==> src/rtl/grp_pkg.sv <==
package grp_pkg;
  localparam int NG     = 4;
  localparam int DW     = 8;
  localparam int AW     = 3;
  localparam int STW    = 8;
  localparam int NRT    = NG * NG;
  localparam int CODE_W = 2;

  localparam logic [AW-1:0] ADR_RT1 = 3'd0;
  localparam logic [AW-1:0] ADR_RT2 = 3'd1;
  localparam logic [AW-1:0] ADR_ERC = 3'd2;
  localparam logic [AW-1:0] ADR_IM1 = 3'd3;
  localparam logic [AW-1:0] ADR_IM2 = 3'd4;

  // diagonal (self-route) positions are the unimplemented bits
  localparam logic [DW-1:0] RT1_MASK = 8'hDE;
  localparam logic [DW-1:0] RT2_MASK = 8'h7B;

  localparam logic [CODE_W-1:0] ERC_FE    = 2'b01;
  localparam logic [CODE_W-1:0] ERC_FE_CB = 2'b10;
endpackage

==> src/rtl/grp_cfg_regs.sv <==
module grp_cfg_regs
  import grp_pkg::*;
(
  input  logic          clk_i,
  input  logic          rst_ni,
  input  logic          wr_en_i,
  input  logic [AW-1:0] addr_i,
  input  logic [DW-1:0] wdata_i,
  output logic [DW-1:0] rdata_o,
  output logic [DW-1:0] rt1_o,
  output logic [DW-1:0] rt2_o,
  output logic [DW-1:0] erc_o,
  output logic [DW-1:0] im1_o,
  output logic [DW-1:0] im2_o
);
  always_ff @(posedge clk_i or negedge rst_ni) begin
    if (!rst_ni) begin
      rt1_o <= '0;
      rt2_o <= '0;
      erc_o <= '0;
      im1_o <= '0;
      im2_o <= '0;
    end else if (wr_en_i) begin
      case (addr_i)
        ADR_RT1: rt1_o <= wdata_i & RT1_MASK;
        ADR_RT2: rt2_o <= wdata_i & RT2_MASK;
        ADR_ERC: erc_o <= wdata_i;
        ADR_IM1: im1_o <= wdata_i;
        ADR_IM2: im2_o <= wdata_i;
        default: ;
      endcase
    end
  end

  always_comb begin
    case (addr_i)
      ADR_RT1: rdata_o = rt1_o;
      ADR_RT2: rdata_o = rt2_o;
      ADR_ERC: rdata_o = erc_o;
      ADR_IM1: rdata_o = im1_o;
      ADR_IM2: rdata_o = im2_o;
      default: rdata_o = '0;
    endcase
  end
endmodule

==> src/rtl/grp_route_core.sv <==
module grp_route_core
  import grp_pkg::*;
(
  input  logic           clk_i,
  input  logic           rst_ni,
  input  logic           clr_i,
  input  logic [NRT-1:0] route_i,   // bit s*NG+t enables s -> t
  input  logic [NG-1:0]  ok_in_i,
  input  logic [NG-1:0]  err_src_i,
  output logic [NG-1:0]  pd_o,
  output logic [NG-1:0]  fast_o
);
  logic [NRT-1:0] lat_q, fst_q;
  logic [NG-1:0]  ext_low;

  assign ext_low = ~ok_in_i & ~pd_o;

  for (genvar s = 0; s < NG; s++) begin : g_src
    for (genvar t = 0; t < NG; t++) begin : g_tgt
      localparam int I = s * NG + t;
      if (s != t) begin : g_lat
        always_ff @(posedge clk_i or negedge rst_ni) begin
          if (!rst_ni) begin
            lat_q[I] <= 1'b0;
            fst_q[I] <= 1'b0;
          end else if (route_i[I] && ext_low[s]) begin
            lat_q[I] <= 1'b1;
            fst_q[I] <= fst_q[I] | err_src_i[s];
          end else if (clr_i && ok_in_i[s]) begin
            lat_q[I] <= 1'b0;
            fst_q[I] <= 1'b0;
          end
        end
      end else begin : g_self
        assign lat_q[I] = 1'b0;
        assign fst_q[I] = 1'b0;
      end
    end
  end

  always_comb begin
    pd_o   = '0;
    fast_o = '0;
    for (int s = 0; s < NG; s++) begin
      for (int t = 0; t < NG; t++) begin
        pd_o[t]   = pd_o[t]   | lat_q[s*NG+t];
        fast_o[t] = fast_o[t] | (lat_q[s*NG+t] & fst_q[s*NG+t]);
      end
    end
  end
endmodule

==> src/rtl/grp_escalate.sv <==
module grp_escalate
  import grp_pkg::*;
(
  input  logic              clk_i,
  input  logic              rst_ni,
  input  logic [NG*STW-1:0] stat_i,
  input  logic [DW-1:0]     erc_i,
  output logic [NG-1:0]     warn_o,
  output logic [NG-1:0]     fault_o,
  output logic [NG-1:0]     err_o,
  output logic              fe_en_o,
  output logic              cb_o
);
  logic [NG-1:0] fe_req, cb_req;

  for (genvar g = 0; g < NG; g++) begin : g_grp
    logic [STW-1:0]    st;
    logic [CODE_W-1:0] code;
    assign st         = stat_i[g*STW +: STW];
    assign code       = erc_i[g*CODE_W +: CODE_W];
    assign warn_o[g]  = ~&st[7:6];
    assign fault_o[g] = ~&st[5:2];
    assign err_o[g]   = ~&st[1:0];
    assign fe_req[g]  = err_o[g] & ((code == ERC_FE) | (code == ERC_FE_CB));
    assign cb_req[g]  = err_o[g] & (code == ERC_FE_CB);
  end

  always_ff @(posedge clk_i or negedge rst_ni) begin
    if (!rst_ni) begin
      fe_en_o <= 1'b1;
      cb_o    <= 1'b0;
    end else begin
      fe_en_o <= ~|fe_req;
      cb_o    <= |cb_req;
    end
  end
endmodule

==> src/rtl/grp_intr_map.sv <==
module grp_intr_map
  import grp_pkg::*;
(
  input  logic           clk_i,
  input  logic           rst_ni,
  input  logic [NG-1:0]  int_ni,
  input  logic [NRT-1:0] map_i,   // bit i*NG+g maps interrupt i to group g
  output logic [NG-1:0]  off_o
);
  logic [NG-1:0] off_d;

  always_comb begin
    off_d = '0;
    for (int i = 0; i < NG; i++)
      for (int g = 0; g < NG; g++)
        off_d[g] = off_d[g] | (map_i[i*NG+g] & ~int_ni[i]);
  end

  always_ff @(posedge clk_i or negedge rst_ni) begin
    if (!rst_ni) off_o <= '0;
    else         off_o <= off_d;
  end
endmodule

==> src/rtl/grp_fault_matrix.sv <==
module grp_fault_matrix
  import grp_pkg::*;
(
  input  logic              clk_i,
  input  logic              rst_ni,
  input  logic              wr_en_i,
  input  logic [AW-1:0]     addr_i,
  input  logic [DW-1:0]     wdata_i,
  output logic [DW-1:0]     rdata_o,
  input  logic              clr_i,
  input  logic [NG-1:0]     ok_in_i,
  output logic [NG-1:0]     ok_pd_o,
  output logic [NG-1:0]     fast_off_o,
  input  logic [NG*STW-1:0] grp_stat_i,
  output logic [NG-1:0]     warn_o,
  output logic [NG-1:0]     fault_o,
  output logic [NG-1:0]     err_o,
  output logic              fe_en_o,
  output logic              cb_o,
  input  logic [NG-1:0]     int_ni,
  output logic [NG-1:0]     int_off_o
);
  logic [DW-1:0] rt1, rt2, erc, im1, im2;

  grp_cfg_regs i_regs (
    .clk_i, .rst_ni, .wr_en_i, .addr_i, .wdata_i, .rdata_o,
    .rt1_o(rt1), .rt2_o(rt2), .erc_o(erc), .im1_o(im1), .im2_o(im2)
  );

  // register bit positions coincide with source*NG+target
  grp_route_core i_route (
    .clk_i, .rst_ni, .clr_i,
    .route_i  ({rt2, rt1}),
    .ok_in_i,
    .err_src_i(err_o),
    .pd_o     (ok_pd_o),
    .fast_o   (fast_off_o)
  );

  grp_escalate i_esc (
    .clk_i, .rst_ni,
    .stat_i (grp_stat_i),
    .erc_i  (erc),
    .warn_o, .fault_o, .err_o, .fe_en_o, .cb_o
  );

  grp_intr_map i_intr (
    .clk_i, .rst_ni, .int_ni,
    .map_i ({im2, im1}),
    .off_o (int_off_o)
  );
endmodule

==> config.mk <==
export PLATFORM = sky130hd
export DESIGN_NAME = grp_fault_matrix
export DESIGN_NICKNAME = d
export VERILOG_FILES = /design/src/rtl/grp_pkg.sv /design/src/rtl/grp_cfg_regs.sv /design/src/rtl/grp_route_core.sv /design/src/rtl/grp_escalate.sv /design/src/rtl/grp_intr_map.sv /design/src/rtl/grp_fault_matrix.sv
export SDC_FILE = /design/constraint.sdc
export NUM_CORES = 1
export LEC_CHECK = 0
export ABC_AREA = 0
export ABC_CLOCK_PERIOD_IN_PS = 3350
export BUFFER_PORTS_ARGS = -buffer_cell sky130_fd_sc_hd__buf_2
export CELL_PAD_IN_SITES_DETAIL_PLACEMENT = 0
export CELL_PAD_IN_SITES_GLOBAL_PLACEMENT = 1
export CORE_MARGIN = 1.5
export CORE_UTILIZATION = 45
export CTS_BUF_LIST = sky130_fd_sc_hd__clkbuf_4 sky130_fd_sc_hd__clkbuf_8
export DETAILED_ROUTE_END_ITERATION = 10
export HOLD_SLACK_MARGIN = 0.05
export PLACE_DENSITY = 0.91
export SYNTH_ARGS = -nofsm -noshare
export SYNTH_HDL_FRONTEND = slang
export SYNTH_SLANG_ARGS = --single-unit
==> constraint.sdc <==
create_clock -name clk_i -period 3.35 [get_ports clk_i]
set_clock_uncertainty 0.15 [all_clocks]
set_input_delay 0.335 -clock clk_i [delete_from_list [all_inputs] [get_ports clk_i]]
set_output_delay 0.335 -clock clk_i [all_outputs]
set_load 0.03 [all_outputs]
; Word-level counts from Yosys, hierarchy flattened
; Cells that the tools add are included.
[op_classes]
eq_ne = 12
muxes = 29
bitwise_logic = 87
n_reduce_logical = 61
[op_table]
columns = cell, count
row1 = 1-bit bitwise OR, 44
row2 = 8-bit case mux with 5 select lines, 1
row3 = 1-bit bitwise AND, 36
row4 = 1-bit 2-to-1 mux, 28
row5 = 2-bit AND reduction, 13
row6 = 2-bit nonzero test, 12
row7 = 1-bit logical AND, 16
row8 = 4-bit AND reduction, 4
row9 = 1-bit zero test, 13
row10 = "2-bit by 1-bit equality test with 1-bit output, second input constant", 4
row11 = "2-bit equality test, second input constant", 4
row12 = 4-bit inverter, 2
row13 = 4-bit OR reduction, 2
row14 = "3-bit by 2-bit equality test with 1-bit output, second input constant", 2
row15 = 4-bit bitwise AND, 1
row16 = 1-bit inverter, 4
row17 = "3-bit by 1-bit equality test with 1-bit output, second input constant", 1
row18 = "3-bit equality test, second input constant", 1
row19 = 3-bit zero test, 1
[word_totals]
regBits = 66
inputBits = 55
output_inout_bits = 34

; Logic depth before layout (Yosys ltp)
; Gate-level depths: netlist (run 1).
[depth]
depth_word = 6
ltp_mapped = 5
depth_no_buf = 4

; Cells and area by module
; A second synthesis (run 1) with hierarchy kept.
[unflattened]
cells_unflattened = 255
area_unflattened_um2 = 3249.4
[by_module_without_submodules]
columns = mod, n_inst, cells_per_inst, area_per_inst_um2, seq_area_each_um2
row1 = grp_cfg_regs, 1, 128, 1759.2, 900.9
row2 = grp_route_core, 1, 72, 1033.5, 600.6
row3 = grp_escalate, 1, 31, 231.5, 51.3
row4 = grp_intr_map, 1, 24, 225.2, 100.1

; Least setup slack after synthesis (run 1)
; No wires, ideal clock.
[synth_timing]
kind = input port to output port
start = in addr_i[0]
end = out rdata_o[6]
arrival_ns = 1.584
t_required_ns = 2.865
path_slack_ns = 1.281
cell_stages = 4
n_path_buf = 2
cell_sequence = buf_4 clkbuf_1 o22a_1 o21ai_0
[synth_between]
elab_chain_cells = 2
elab_cells_between_ends = 6
cone_classes = eq/ne: 4 / mux: 1 / reduce/logical: 1
[synth_lines]
columns = item, line_no
row1 = "start, declared", grp_fault_matrix.sv:7  ; input logic [AW-1:0] addr_i,
row2 = "3-bit equality test, or another cell as far along", grp_cfg_regs.sv:36  ; case (addr_i)
row3 = 8-bit case mux with 5 select lines *, grp_cfg_regs.sv:36
row4 = "end, declared", grp_fault_matrix.sv:9  ; output logic [DW-1:0] rdata_o,
; Every way passes the cells marked *; elsewhere a longest branch is shown, timed or not.

; Final worst setup path (run 1)
[layout_timing]
start = in addr_i[1]
end = out rdata_o[5]
; The elaborated chain is that of the path after synthesis.

==> results.ini, run 1 <==
[synthesis]
synth.distinct_cells=39
synth-main-ff-cell=dfrtp_1
synth_edf_count=0
async_flop_share_pct=100.0
synth_nets=301
syn_inst=242
ys_seq_area_share_pct=53.50
postSynthAreaPerCell_sq_um=12.77
syn_area_sq_mm=0.003089
synth_seq_cells=66
ys_warn_count=0

[clock_network]
worst_skew_pair.late_latency_ns=0.34
postCtsResizedCells=0
cts_hold_buf=1
numCtsBuffers=9
cts_tree=yes
htreeDepth=3
path_clk_slew_ns=0.07
clock-sinks=66
clockBufferDepth=2
cts_setup_buffers=0
clockRootBuffer=clkbuf_8

[placed_design]
dp.cells=405
gp_congestion=0.8531
portBuffers=88
place_hpwl_um=5656

[critical_path]
endpoint_kind=output port
reg2regPathDepth=3
cp_common_cell=buf_2
worstPathRequired_ns=2.86
r2r_slack_ns=1.71
critPathMaxFanout=23
cpMaxStageDelayCell=buf_2
reg2reg_to=i_route.fst_q[14]
timing.rr.start=i_route.lat_q[7]
arrival_ns=1.65
path_cells=buf_2 -> nor2b_1 -> a22oi_1 -> o22ai_1 -> buf_2
startpoint_type=primary input
critical_path_class=primary input to output port
cpPeakStageDelay_ns=0.44

[floorplan]
fp.dieW_um=85.86
fp.dieArea_sq_mm=0.007371
initial_utilization_pct=45.98
row_count=30
fp.dieH_um=85.86
pin_count=89
core-area_sq_mm=0.006719

[route]
vias_per_cell=5.713
ant_nets=0
firstDrtPassIters=5
wl_um=7620
vias=2411
drc=0
drt-initial-drc-count=130
routedWlPerCell_um=18.06

[finish]
nets=396
diodes=0
instances_no_fill=422
fill_cells=567
drive_gt1_share_pct=45.03
area_growth_pct=22.44

[min_path]
hold_end=i_esc.fe_en_o
holdPathStages=3
hp-class=primary input to flip-flop
min-delay-start=grp_stat_i[25]

[grt]
grt_overflow=0
grt_max_degree=42
grt_pass1_vias=2342
grt_antenna_before_repair=0
track_usage_pct=21.93
grt_first_pass_wirelength_um=12140

[power_and_ir_drop]
vdd_ir_drop_max_uv=354.5
power_leakage_nw=1.836
power.density_mw_per_mm2=729.0

[job]
max_cap_viol_count=0

[timing]
timing.fmax_mhz=468.4
hold_viol_final=0
rsz0062_at_grt=no
relSlewSlack_pct=38.49
slew_viol_final=0
fin_tns_setup_ns=0
setup_viol=0
tightest_slew_ns=0.9226
fin_crit_sh_pct=63.73
min_period_ns=2.135

[outcome]
status=finished, final reports clean

-- critical path, delay by kind of cell --
kind            cells  cell delay, ns
buf+inv             2            0.69
simple gates        1            0.27
compound gates      2            0.35
-- power by group --
| group | switching [mW] | total [mW] | leakage, nW | internal [mW] |
|---|---|---|---|---|
| clock network | 0.300 | 0.593 | 0.0885 | 0.293 |
| registers | 0.200 | 1.25 | 0.809 | 1.05 |
| logic | 0.522 | 0.914 | 0.939 | 0.392 |
-- placed cells by master, fill, tap and decap left out, types with 2 or more instances in the layout --
cell type	count
a21oi_1	4
a222oi_1	4
a22o_1	15
a22oi_1	8
a2bb2oi_1	2
a31o_2	2
a32o_1	9
a32oi_1	2
buf_2	88
clkbuf_8	10
clkinv_2	3
clkinvlp_4	2
dfrtp_1	65
ha_1	4
inv_1	19
mux2_2	38
mux2i_1	9
nand2_1	14
nand3_1	2
nand4_1	4
nor2_1	3
nor2_2	3
nor2b_1	2
o21ai_0	2
o221ai_1	4
o22ai_1	4
o32ai_1	2
or3_1	4
-- metrics by stage --
| stage | hold slack (ns) | power, mW | area (sq um) | util, % | setup slack [ns] |
|---|---|---|---|---|---|
| finish | 0.1211 | 2.757 | 3782 | 56.29 | 1.215 |
| global route | 0.1223 | 2.910 | 3782 | 56.29 | 1.133 |
| CTS | 0.1065 | 2.767 | 3782 | 56.29 | 1.222 |
| detailed placement | 0.3333 | 2.171 | 3597 | 53.54 | 1.234 |
| global placement | 0.3258 | 2.138 | 3597 | 53.54 | 1.256 |
| floorplan | -0.1106 | 1.852 | 3089 | - | 1.281 |
-- flip-flops by register name, indices dropped and copies added (netlist names) --
name / flops
i_esc.fe_en_o: 1
i_route.lat_q: 12
i_regs.im1_o: 8
i_intr.off_o: 4
i_regs.rt1_o: 6
i_regs.erc_o: 8
i_regs.rt2_o: 6
i_regs.im2_o: 8
i_route.fst_q: 12
i_esc.cb_o: 1
-- synth_stat cells, drive strengths merged, types with 2 or more instances --
library cell,n,area share (%)
a2bb2oi,2,0.57
nor2,6,0.97
nand2,14,1.7
o22ai,4,0.81
nor2b,2,0.40
mux2,38,14
mux2i,9,2.9
nand3,2,0.32
a32oi,2,0.57
nor3b,3,1.3
a22oi,8,1.9
buf,5,1.2
a222oi,4,1.3
dfrtp,65,53
a32o,9,2.9
nand4,4,0.81
or3,4,0.81
a21oi,4,0.65
nand2b,2,0.65
o21ai,2,0.32
o221ai,4,1.1
ha,4,1.6
inv,19,2.3
a22o,15,4.3
o32ai,2,0.57
a31o,2,0.57
-- layout make-up --
class	instances	area (sq um)	area share, %
flip-flops and latches	66	1653	43.70
repair buffers	90	457.9	12.11
multi-input cells	151	1325	35.03
inverters	19	71.32	1.886
clock inverters	5	30.03	0.7939
clock buffers	11	145.1	3.837
well taps	80	100.1	2.646
-- cells by family (layout without fill, tap and decap cells) --
| logic type | after synthesis | count (layout) | synth area share, % |
|---|---|---|---|
| flip-flops | 66 | 66 | 53.50 |
| AND/OR/NAND/NOR | 41 | 41 | 8.627 |
| AO/OA/AOI/OAI | 59 | 59 | 15.88 |
| adder cells (fa/ha/maj) | 4 | 4 | 1.620 |
| buffers and inverters | 25 | 125 | 3.604 |
| multiplexers | 47 | 47 | 16.77 |
-- how the worst max path moves through the flow --
| stage | start | end | slack [ns] |
|---|---|---|---|
| detailed placement | addr_i[1] | rdata_o[6] | 1.23 |
| global route | addr_i[1] | rdata_o[6] | 1.13 |
| finish | addr_i[1] | rdata_o[5] | 1.21 |
| global placement | addr_i[1] | rdata_o[6] | 1.26 |
| CTS | addr_i[1] | rdata_o[6] | 1.22 |
| floorplan | addr_i[0] | rdata_o[6] | 1.28 |
-- metal layers --
| layer | wire length, um | share of wire, % | vias to the layer above | global-route usage, % |
|---|---|---|---|---|
| met5 | 0 | 0 | - | 0 |
| met4 | 59 | 0.77 | 0 | 5.865 |
| met3 | 472 | 6.2 | 9 | 6.256 |
| met2 | 3561 | 47 | 104 | 35.36 |
| met1 | 3526 | 46 | 1184 | 29.30 |
| li1 | - | - | 1114 | - |
Note: power is estimated with default switching activity, not from simulation.
==> run 2, diff against run 1 <==
- ABC_AREA: 0 -> 1
- ABC_CLOCK_PERIOD_IN_PS: 3350 -> 1900
- CORE_UTILIZATION: 45 -> 36
- PLACE_DENSITY: 0.91 -> 0.83
- clock period: 3.35 -> 1.9 ns (I/O delays scaled with it)
==> run 2 against run 1 <==
Against the previous run:
- critical path type is now flip-flop to flip-flop
- routed wire length up 12%
- synthesized area up 6.2%
- register-to-register slack worse by 1.5 ns
- power up 75%
==> results.ini, run 2 <==
[outcome]
status=finished, final reports clean

[floorplan]
fp.dieH_um=98.46  ; +15%
core-area_sq_mm=0.008763  ; +30%
row_count=34  ; +13%
fp.dieArea_sq_mm=0.009694  ; +32%
initial_utilization_pct=37.44  ; -8.5 points
pin_count=89  ; unchanged
fp.dieW_um=98.46  ; +15%

[synthesis]
synth_edf_count=0  ; unchanged
ys_warn_count=0  ; unchanged
postSynthAreaPerCell_sq_um=8.327  ; -35%
syn_area_sq_mm=0.003281  ; +6.2%
synth-main-ff-cell=dfrtp_1
synth_top_area_cell=dfrtp_1
synth_nets=453  ; +50%
synth_most_common_cell=nand2_1
async_flop_share_pct=100.0  ; unchanged
syn_inst=394  ; +63%
synth_top_area_share_pct=49.58  ; -3.1 points
synth_seq_cells=66  ; unchanged
synth_common_cells=nand2_1, dfrtp_1, inv_1
synth_area_leaders=dfrtp_1, nand2_1, inv_1
ys_seq_area_share_pct=50.38  ; -3.1 points
synth.distinct_cells=27  ; -31%

[finish]
fin_area_sq_mm=0.004158  ; +9.9%
most-common-layout-cells=nand2_1, buf_2, dfrtp_1
instances_no_fill=614  ; +45%
area_growth_pct=26.74
diodes=0  ; unchanged
drive_gt1_share_pct=27.47  ; -18 points
fill_cells=889  ; +57%
final_common_cell=nand2_1
nets=560  ; +41%
reg_top3=i_route.fst_q (12), i_route.lat_q (12)

[grt]
grt_max_degree=67  ; +60%
grt_overflow=0  ; unchanged
grt_antenna_before_repair=0  ; unchanged
grt_pass1_vias=2985  ; +27%
track_usage_pct=19.07  ; -2.9 points
grt_first_pass_wirelength_um=14600  ; +20%

[route]
routedWlPerCell_um=13.87  ; -23%
drc=0  ; unchanged
ant_nets=0  ; unchanged
vias=3022  ; +25%
wl_um=8518  ; +12%
drt-initial-drc-count=129  ; -0.77%
firstDrtPassIters=5  ; unchanged
vias_per_cell=4.922  ; -14%

[timing]
timing.fmax_mhz=580.6
relSlewSlack_pct=65.16  ; +27 points
rsz0062_at_grt=no
finalWorstSetupSlack_ns=0.1777  ; -1.037 ns
slew_viol_final=0  ; unchanged
fin_hold_ws_ns=0.06097  ; -0.06015 ns
min_period_ns=1.722
hold_viol_final=0  ; unchanged
tightest_slew_ns=0.5213  ; -0.4013 ns
setup_viol=0  ; unchanged
fin_tns_setup_ns=0  ; unchanged
fin_crit_sh_pct=90.65

[critical_path]
crit_start=i_route.lat_q[3]
cpPeakStageDelay_ns=0.55  ; +0.11 ns
endpoint_kind=flip-flop
critPathBufInv=1  ; -1
startpoint_type=flip-flop
cpMaxStageDelayCell=dlygate4sd3_1
worstPathRequired_ns=2.04  ; -0.82 ns
arrival_ns=1.86  ; +0.21 ns
timing.rr.start=i_route.lat_q[3]
r2r_slack_ns=0.18  ; -1.53 ns
critical_path_class=flip-flop to flip-flop
critPathMaxFanout=4  ; -83%
cp_top_family=buffers and inverters
path_cells=nor2_1 -> nand4_1 -> a21oi_1 -> dlygate4sd3_1

[clock_network]
postCtsResizedCells=0  ; unchanged
cts_hold_buf=14  ; +13
clock-sinks=66  ; unchanged
numCtsBuffers=9  ; unchanged
clockRootBuffer=clkbuf_8
cts_setup_buffers=0  ; unchanged
htreeDepth=3  ; unchanged
path_clk_slew_ns=0.07  ; about the same
worst_skew_pair.late_latency_ns=0.34  ; about the same
clockBufferDepth=2  ; unchanged
cts_tree=yes

[placed_design]
place_ws_ns=0.2152  ; -1.018 ns
portBuffers=88  ; unchanged
dp.cells=584  ; +44%
placed_area_sq_mm=0.003827  ; +6.4%
gp_congestion=0.8314  ; -2.5%
place_hpwl_um=6469  ; +14%

[job]
max_cap_viol_count=0  ; unchanged

[power_and_ir_drop]
power_leakage_nw=2.182  ; +19%
power.density_mw_per_mm2=1160  ; +59%
vdd_ir_drop_max_uv=439.6  ; +24%

[min_path]
hp-class=primary input to flip-flop
min-delay-start=int_ni[1]

## run 2: cell types whose count changed in the layout (fill, tap and decap cells not counted), sizes merged, moves of 13 or more
| cell | change |
|---|---|
| dlygate4sd3 | +13 |
| o21ai | +39 |
| nand4 | +23 |
| nand3 | +26 |
| a22o | -15 |
| inv | +30 |
| nor2 | +17 |
| mux2 | -38 |
| nand2 | +107 |
## run 2: final cells by class
| type | instances | area (sq um) | area share, % |
|---|---|---|---|
| Multi-Input combinational cell | 270 | 1378 | 33.13 |
| Sequential cell | 66 | 1653 | 39.75 |
| Clock inverter | 4 | 25.02 | 0.6019 |
| Timing Repair Buffer | 105 | 615.6 | 14.81 |
| Clock buffer | 12 | 165.2 | 3.972 |
| Tap cell | 108 | 135.1 | 3.250 |
| Inverter | 49 | 186.4 | 4.484 |
## run 2: worst paths after layout
path / to / depth (start not counted)
max: i_route.fst_q[12] / 4
min: i_intr.off_o[2] / 3
max reg2reg: i_route.fst_q[12] / 4
min reg2reg: i_route.fst_q[13] / 2
max in group asynchronous: i_esc.fe_en_o / 3
min in group asynchronous: i_route.lat_q[12] / 3
## run 2: cells by family (layout without fill, tap and decap cells)
family	after synthesis	in the layout	share of synthesized area (%)
compound gates	61	61	11.59
fa+ha+maj	4	4	1.526
buf+inv	58	170	7.627
flops	66	66	50.38
simple gates	205	205	28.87
## run 2: worst register-to-register path: cells and delay by family, from the launching register on
kind / cells / cell delay, ns
buf+inv: 1 / 0.55
simple gates: 2 / 0.42
flops: 1 / 0.41
compound gates: 1 / 0.14
## run 2: per-stage QoR
step | utilization (%) | power (mW)
6_report | 47.44 | 4.825
5_1_grt | 47.44 | 5.158
4_1_cts | 47.44 | 4.855
2_1_floorplan | - | 3.143
3_5_place_dp | 43.68 | 3.701
3_3_place_gp | 43.68 | 3.662
## run 2: where the power goes
part           total [mW]  internal, mW  switching, mW
clock network        1.12         0.576          0.547
registers            2.13          1.81          0.313
logic                1.57         0.531           1.04
## run 2: routing by layer
metal | vias up | wire length [um] | track usage, % | share of wire (%)
met1 | 1399 | 3935 | 25.78 | 46
met4 | 0 | 93 | 5.200 | 1.1
met5 | - | 0 | 0 | 0
li1 | 1513 | - | - | -
met3 | 13 | 502 | 4.326 | 5.9
met2 | 97 | 3986 | 31.03 | 47
==> run 3, diff against run 2 <==
- ABC_AREA: 1 -> unset
- CELL_PAD_IN_SITES_DETAIL_PLACEMENT: 0 -> 1
- CORE_UTILIZATION: 36 -> 38
- PLACE_DENSITY: 0.83 -> 0.82
==> run 3 against run 2 <==
Against the previous run:
- die area shrank 10%
- sequential share of layout area rose by 0.060 points
- count of clock-buffer cells in the layout stayed put
- hold slack worse by 0.0087 ns
- sequential power rose by 5%
- critical path type is now flip-flop to output port
- critical endpoint is now rdata_o[1]
==> results.ini, run 3 (synthesis results as in run 1) <==
[timing]
setup_viol=0  ; unchanged
hold_viol_final=0  ; unchanged
rsz0062_at_grt=yes
relSlewSlack_pct=62.96  ; -2.2 points
fin_hold_ws_ns=0.05228  ; -0.008688 ns
min_period_ns=1.854  ; +0.1316 ns
timing.fmax_mhz=539.4  ; -7.1%
fin_crit_sh_pct=97.58  ; +6.9 points
tightest_slew_ns=0.5532  ; +0.03187 ns
finalWorstSetupSlack_ns=0.04607  ; -0.1316 ns
slew_viol_final=0  ; unchanged

[clock_network]
clockBufferDepth=2  ; unchanged
numCtsBuffers=9  ; unchanged
clock-sinks=66  ; unchanged
cts_tree=yes
path_clk_slew_ns=0.08  ; about the same
worst_skew_pair.late_latency_ns=0.35  ; about the same
clockRootBuffer=clkbuf_8
htreeDepth=3  ; unchanged

[placed_design]
place_ws_ns=0.1173  ; -0.09791 ns
portBuffers=88  ; unchanged
place_hpwl_um=6969  ; +7.7%
gp_congestion=0.9683  ; +16%

[grt]
track_usage_pct=23.50  ; +4.4 points
grt_max_degree=39  ; -42%
grt_first_pass_wirelength_um=14840  ; +1.6%
grt_pass1_vias=2802  ; -6.1%
grt_antenna_before_repair=0  ; unchanged
grt_overflow=0  ; unchanged

[critical_path]
critPathMaxFanout=3  ; -1
reg2regPathDepth=4  ; unchanged
startpoint_type=flip-flop
endpoint_kind=output port
timing.rr.start=i_regs.erc_o[5]
arrival_ns=1.51  ; -0.35 ns
r2r_slack_ns=0.06  ; -0.12 ns
critical_path_class=flip-flop to output port
reg2reg_to=i_esc.fe_en_o
worstPathRequired_ns=1.56  ; -0.48 ns

[floorplan]
core-area_sq_mm=0.007807  ; -11%
fp.dieArea_sq_mm=0.008680  ; -10%
fp.dieH_um=93.17  ; -5.4%
pin_count=89  ; unchanged
row_count=32  ; -5.9%
initial_utilization_pct=39.57  ; +2.1 points
fp.dieW_um=93.17  ; -5.4%

[min_path]
hp-class=primary input to flip-flop
holdPathStages=3  ; unchanged
min-delay-start=grp_stat_i[24]
hold_end=i_esc.fe_en_o

[finish]
nets=424  ; -24%
final_common_cell=buf_2
final_util_pct=53.25  ; +5.8 points
diodes=0  ; unchanged
reg_top3=i_route.fst_q (12), i_route.lat_q (12)
drive_gt1_share_pct=45.68  ; +18 points
most-common-layout-cells=buf_2, dfrtp_1, mux2_2
area_growth_pct=34.59

[power_and_ir_drop]
power_leakage_nw=1.981  ; -9.2%
power.density_mw_per_mm2=1299  ; +12%
finalPower_mw=5.403  ; +12%
vdd_ir_drop_max_uv=689.1  ; +57%

[route]
firstDrtPassIters=4  ; -1
ant_nets=0  ; unchanged
routedWlPerCell_um=20.30  ; +46%
vias=2604  ; -14%
vias_per_cell=5.517  ; +12%
wl_um=9582  ; +12%
drt-initial-drc-count=107  ; -17%
drc=0  ; unchanged

[outcome]
status=finished, final reports clean

[job]
max_cap_viol_count=0  ; unchanged

-- run 3: worst max-delay path by stage --
stage	endpoint	start	slack [ns]
after floorplan	rdata_o[6]	addr_i[0]	0.12
after global placement	rdata_o[6]	addr_i[1]	0.24
after detailed placement	i_regs.rt2_o[4]	addr_i[0]	0.12
after CTS	rdata_o[4]	i_regs.rt1_o[4]	0.01
after global routing	fast_off_o[0]	i_route.lat_q[4]	-0.03
final	rdata_o[1]	i_regs.rt2_o[1]	0.05
-- run 3: area by class of cell --
class,instances,area [sq um]
inverter,19,71.32
tap,102,127.6
fill,863,3650
multi-input combinational,151,1346
clock buffer,12,152.6
timing repair buffer,118,729.5
clock inverter,4,75.07
sequential,66,1655
-- run 3: stage by stage --
step                      area (sq um)  cells   TNS, ns
after global placement            3640    429         0
after detailed placement          3640    429         0
after global routing              4158    472  -0.04944
after CTS                         4078    466         0
final                             4158    472         0
after floorplan                   3089    242         0
-- run 3: power by group --
part	total (mW)	internal, mW	switching, mW
combinational	1.82	0.821	0.999
clock	1.35	0.804	0.545
sequential	2.23	1.85	0.380
-- run 3: repair_timing --
item	in CTS	in global routing
buffers inserted	0	7
gates resized for setup	0	14
hold endpoints to repair	107	0
hold buffers	21	0
setup endpoints to repair	0	5
-- run 3: layer usage --
layer	GRT usage [%]	up-vias	part of all wire, %
met5	0	-	0
li1	-	1178	-
met3	5.203	20	5.0
met4	9.848	0	3.1
met2	40.39	96	51
met1	28.34	1310	41
-- run 3: worst max-delay path: stages, from the launching register on --
cell,delay (ns)
dfrtp_2,0.43
mux2i_2,0.21
o32ai_2,0.11
a31o_2,0.24
clkbuf_4,0.18
